--- src/rtl/prm_pkg.sv ---
package prm_pkg;
  typedef struct packed {
    logic capture;  // one-clock strobe on each synchronized input transition
    logic run;      // two transitions seen, down counter may run
  } prmCtl_t;
endpackage

--- src/rtl/prm_ctrl.sv ---
module prm_ctrl
  import prm_pkg::*;
#(
  parameter int SYNC_STAGES = 2
) (
  input  logic    clk,
  input  logic    rstN,
  input  logic    sigIn,
  input  logic    carry,
  output prmCtl_t ctl,
  output logic    multOut
);
  localparam int SYNC_MSB = SYNC_STAGES - 1;

  logic [SYNC_MSB:0] syncQ;
  logic              prevQ;
  logic [1:0]        edgeCnt;
  logic              outQ;
  logic              edgePulse;

  // synchronizer chain, then one extra flop for edge detection
  always_ff @(posedge clk or negedge rstN) begin
    if (!rstN) begin
      syncQ <= '0;
      prevQ <= 1'b0;
    end else begin
      syncQ <= {syncQ[SYNC_MSB-1:0], sigIn};
      prevQ <= syncQ[SYNC_MSB];
    end
  end

  assign edgePulse = syncQ[SYNC_MSB] ^ prevQ;

  // saturating count of transitions since reset (warm-up gate)
  always_ff @(posedge clk or negedge rstN) begin
    if (!rstN) begin
      edgeCnt <= 2'd0;
    end else if (edgePulse && edgeCnt != 2'd2) begin
      edgeCnt <= edgeCnt + 2'd1;
    end
  end

  // output toggle flop
  always_ff @(posedge clk or negedge rstN) begin
    if (!rstN) begin
      outQ <= 1'b0;
    end else if (carry) begin
      outQ <= ~outQ;
    end
  end

  always_comb begin
    ctl.capture = edgePulse;
    ctl.run     = (edgeCnt == 2'd2);
  end

  assign multOut = outQ;
endmodule

--- src/rtl/prm_dpath.sv ---
module prm_dpath
  import prm_pkg::*;
#(
  parameter int CNT_W = 16,
  parameter int SHIFT = 2
) (
  input  logic             clk,
  input  logic             rstN,
  input  prmCtl_t          ctl,
  output logic             carry,
  output logic [CNT_W-1:0] periodCnt,
  output logic [CNT_W-1:0] holdQ,
  output logic [CNT_W-1:0] reloadVal
);
  localparam logic [CNT_W-1:0] CNT_MAX = {CNT_W{1'b1}};
  localparam logic [CNT_W-1:0] CNT_ONE = {{(CNT_W-1){1'b0}}, 1'b1};

  logic [CNT_W-1:0] scaled;
  logic [CNT_W-1:0] downCnt;

  // period counter: restarts at one on a transition, saturates when idle
  always_ff @(posedge clk or negedge rstN) begin
    if (!rstN) begin
      periodCnt <= '0;
    end else if (ctl.capture) begin
      periodCnt <= CNT_ONE;
    end else if (periodCnt != CNT_MAX) begin
      periodCnt <= periodCnt + CNT_ONE;
    end
  end

  // holding latch
  always_ff @(posedge clk or negedge rstN) begin
    if (!rstN) begin
      holdQ <= '0;
    end else if (ctl.capture) begin
      holdQ <= periodCnt;
    end
  end

  // scaling by wiring only the upper bits
  generate
    if (SHIFT == 0) begin : g_noShift
      assign scaled = holdQ;
    end else begin : g_shift
      assign scaled = {{SHIFT{1'b0}}, holdQ[CNT_W-1:SHIFT]};
    end
  endgenerate

  assign reloadVal = (scaled == '0) ? CNT_ONE : scaled;

  // replay counter
  assign carry = ctl.run && (downCnt <= CNT_ONE);

  always_ff @(posedge clk or negedge rstN) begin
    if (!rstN) begin
      downCnt <= '0;
    end else if (!ctl.run) begin
      downCnt <= '0;
    end else if (carry) begin
      downCnt <= reloadVal;
    end else begin
      downCnt <= downCnt - CNT_ONE;
    end
  end
endmodule

--- src/rtl/pulse_rate_mult.sv ---
module pulse_rate_mult
  import prm_pkg::*;
#(
  parameter int CNT_W       = 16,
  parameter int SHIFT       = 2,
  parameter int SYNC_STAGES = 2
) (
  input  logic clk,
  input  logic rstN,
  input  logic sigIn,
  output logic multOut
);
  prmCtl_t          ctl;
  logic             carry;
  logic [CNT_W-1:0] periodCnt;
  logic [CNT_W-1:0] holdQ;
  logic [CNT_W-1:0] reloadVal;

  prm_ctrl #(.SYNC_STAGES(SYNC_STAGES)) u_ctrl (
    .clk     (clk),
    .rstN    (rstN),
    .sigIn   (sigIn),
    .carry   (carry),
    .ctl     (ctl),
    .multOut (multOut)
  );

  prm_dpath #(.CNT_W(CNT_W), .SHIFT(SHIFT)) u_dpath (
    .clk       (clk),
    .rstN      (rstN),
    .ctl       (ctl),
    .carry     (carry),
    .periodCnt (periodCnt),
    .holdQ     (holdQ),
    .reloadVal (reloadVal)
  );
endmodule

--- config.mk ---
export PLATFORM = sky130hd
export DESIGN_NAME = pulse_rate_mult
export DESIGN_NICKNAME = d
export VERILOG_FILES = /design/src/rtl/prm_pkg.sv /design/src/rtl/prm_ctrl.sv /design/src/rtl/prm_dpath.sv /design/src/rtl/pulse_rate_mult.sv
export SDC_FILE = /design/constraint.sdc
export NUM_CORES = 1
export LEC_CHECK = 0
export BUFFER_PORTS_ARGS = -buffer_cell sky130_fd_sc_hd__buf_2
export CAP_MARGIN = 20
export CELL_PAD_IN_SITES_DETAIL_PLACEMENT = 1
export CELL_PAD_IN_SITES_GLOBAL_PLACEMENT = 1
export CORE_MARGIN = 1
export CORE_UTILIZATION = 30
export CTS_BUF_LIST = sky130_fd_sc_hd__clkbuf_16
export DETAILED_ROUTE_END_ITERATION = 16
export PLACE_DENSITY = 0.52
export SLEW_MARGIN = 30
export SYNTH_ARGS = -nofsm -noshare
export SYNTH_HDL_FRONTEND = slang
export SYNTH_SLANG_ARGS = --single-unit
--- constraint.sdc ---
create_clock -name clk -period 2.8 [get_ports clk]
set_input_delay 0.56 -clock clk [delete_from_list [all_inputs] [get_ports clk]]
set_output_delay 0.56 -clock clk [all_outputs]
set_load 0.1 [all_outputs]
==> metrics.txt <==
synthesized area=0.00265 mm2; Reg area=0.00130 mm2; layout cell share with drive strength beyond 1=0.107; drc violations=0; PortBufs=3; cell taking the most area after synthesis=dfrtp_1; required time of the critical path=2990 ps; H-tree depth=2; diode count=0; footprint of the multi-input gates=0.00128 mm2; clock power share=0.210; cell row count=33; post-synthesis sequential area ratio=0.491; via count=2122; worst skew pair latency=290 ps; hold-fix buffer count after cts=0; async set-or-reset flop fraction in the synthesized netlist=1.00; Yosys top cell area share=0.491; Starting Density=0.316; drt first pass iters=4; top_reg_cell synth=dfrtp_1; Fin. Hold Viols=0; CTS max path bufs=2; RSZ-0062 raised after global routing=no; vias in the first global route=2264; largest net degree at the start of global routing=34; worst reg2reg path startpoint=u_dpath.downCnt[10]$_DFF_PN0_; CTS tree=yes; Yosys warnings=0; Finish-stage setup viols=0; status=finished, final reports clean; Routed WL=6680 um; die height=96.0 um; sw power=1370 uW; MaxCap Viol Count=0; VDD IR max=0.410 mV; Mapped Nets=289; Remaining Overflow, GRT=0; most frequent cell after synthesis=dfrtp_1; Post-Syn Instances=282; total global-route track usage=0.168; Syn-to-layout area delta=13.0%; Hold Path Class=in2async; GRT met2 Usage=0.275; Vias/cell=5.36; Worst Setup Path Type=reg2reg; DR iter-0 viols=59; combinational power share=0.469; Die Wd=96.0 um; startpoint types=register; Layout fillers=971; Design Area, Final=0.00300 mm2; period utilization=0.747; fin crit period=2090 ps; grt peak-use layer=met2; ranking of synthesized cells by area=dfrtp_1 49%, nand2_1 7.1%, xnor2_1 3.0%; worst path arrival time=2280 ps; Worst Setup SP=u_dpath.downCnt[10]$_DFF_PN0_; placed instance area=0.00283 mm2; Sink Count=52; Pwr per Cell Area=1110 mW/mm2; Inserted Clock Buffers=5; crit path max fanout=14; # nets final=297; Post-Route Skew=7.11 ps; Post-synth top cells=52 x dfrtp_1, 50 x nand2_1, 19 x nor2_1, 15 x nor3_1, 11 x a21oi_1; reg-to-reg endpoint=u_dpath.downCnt[0]$_DFF_PN0_; EDFF count, synth=0; Seq cells post-synth=52; Core Area=0.00838 mm2; post-synth cell types=47; reg2reg setup slack=710 ps; WL/cell=16.9 um; Pleak=0.00132 uW; Worst Reg2Reg Path Length in Cells=5; Syn Area/Cell=9.41 um2; Post-CTS Setup Repair Bufs=0; Top Ports=4; setup TNS=0 ps; Detail Placement HPWL=4900 um; Pins Over Slew Limit=0; clk root buf=clkbuf_16; GPL Wtd Cong=0.786; PostCTS Resize Cnt=0; P_int=1950 uW; max frequency=478 MHz; clock-pin slew on the worst setup and hold paths=70 ps; Sw Share=0.413; first-pass GRT wire length=11600 um; worst slew pin tran=699 ps; Flop pwr share=0.322; Crit. End Element=register; post-route ant nets=0; Max-slew headroom=0.529; met1 usage=0.226; Die Area=0.00922 mm2; initial antenna violation count=0; met3 usage=0.0316
## worst max path at each step
stage / to
6_report: u_dpath.downCnt[0]$_DFF_PN0_
5_1_grt: u_dpath.downCnt[0]$_DFF_PN0_
4_1_cts: u_dpath.downCnt[1]$_DFF_PN0_
3_5_place_dp: u_dpath.downCnt[1]$_DFF_PN0_
3_3_place_gp: u_dpath.downCnt[0]$_DFF_PN0_
2_1_floorplan: u_dpath.downCnt[6]$_DFF_PN0_
## cell usage in the layout (no fill, tap or decap), types with 9 or more instances in the layout
cell,instances
a21oi_1,11
buf_4,10
nor2_1,19
a211oi_1,10
nor3_1,15
nand3_1,9
nand2_1,50
dfrtp_1,52
## stage by stage
step | setup slack [ps] | power, uW | instances | utilization | hold slack [ps]
2_1_floorplan | 910 | 2220 | 282 | - | 264
3_3_place_gp | 743 | 2640 | 388 | 0.338 | 333
3_5_place_dp | 692 | 2640 | 388 | 0.338 | 336
4_1_cts | 669 | 3370 | 396 | 0.358 | 218
5_1_grt | 412 | 3590 | 396 | 0.358 | 253
6_report | 710 | 3330 | 396 | 0.358 | 205
## kinds of logic after synthesis
group | after synthesis | synth area share
adders and majority gates | 4 | 0.0189
muxes | 1 | 0.00377
and+or+nand+nor | 133 | 0.255
DFF | 52 | 0.491
xor gates and xnor gates | 14 | 0.0462
AOI/OAI and AO/OA | 58 | 0.151
buffers and inverters | 20 | 0.0340
## final cells by class
type / instances / share of cell area
Inverter: 8 / 0.0100
Multi-Input combinational cell: 210 / 0.426
Timing Repair Buffer: 13 / 0.0301
Tap cell: 105 / 0.0438
Clock inverter: 3 / 0.0142
Clock buffer: 5 / 0.0418
Sequential cell: 52 / 0.434
## sequential cells by signal, summed over array words and instances (netlist names)
| register | cells |
|---|---|
| u_ctrl.edgeCnt | 2 |
| u_dpath.downCnt | 16 |
| u_dpath.holdQ | 14 |
| u_dpath.periodCnt | 16 |
| u_ctrl.syncQ | 2 |
| u_ctrl.prevQ | 1 |
| u_ctrl.multOut | 1 |
## power by group through the flow
| stage | Combinational, uW | Sequential [uW] | Clock (uW) |
|---|---|---|---|
| floorplan | 1140 | 1090 | 0 |
| global placement | 1560 | 1090 | 0 |
| detailed placement | 1560 | 1090 | 0 |
| CTS | 1570 | 1070 | 728 |
| global route | 1730 | 1100 | 764 |
| finish | 1560 | 1070 | 697 |
## worst max-delay path, stage by stage (launching register included)
cell and delay (ps):
dfrtp_1 410, nor4_1 540, nand2_1 130, buf_4 210, or2_2 430, a211oi_1 260
## layer usage
layer	wire, um	share of wire
met1	3340	0.50
met2	3160	0.47
met3	105	0.016
met4	75	0.011
met5	0	0
Power figures use the tool's default switching activity.
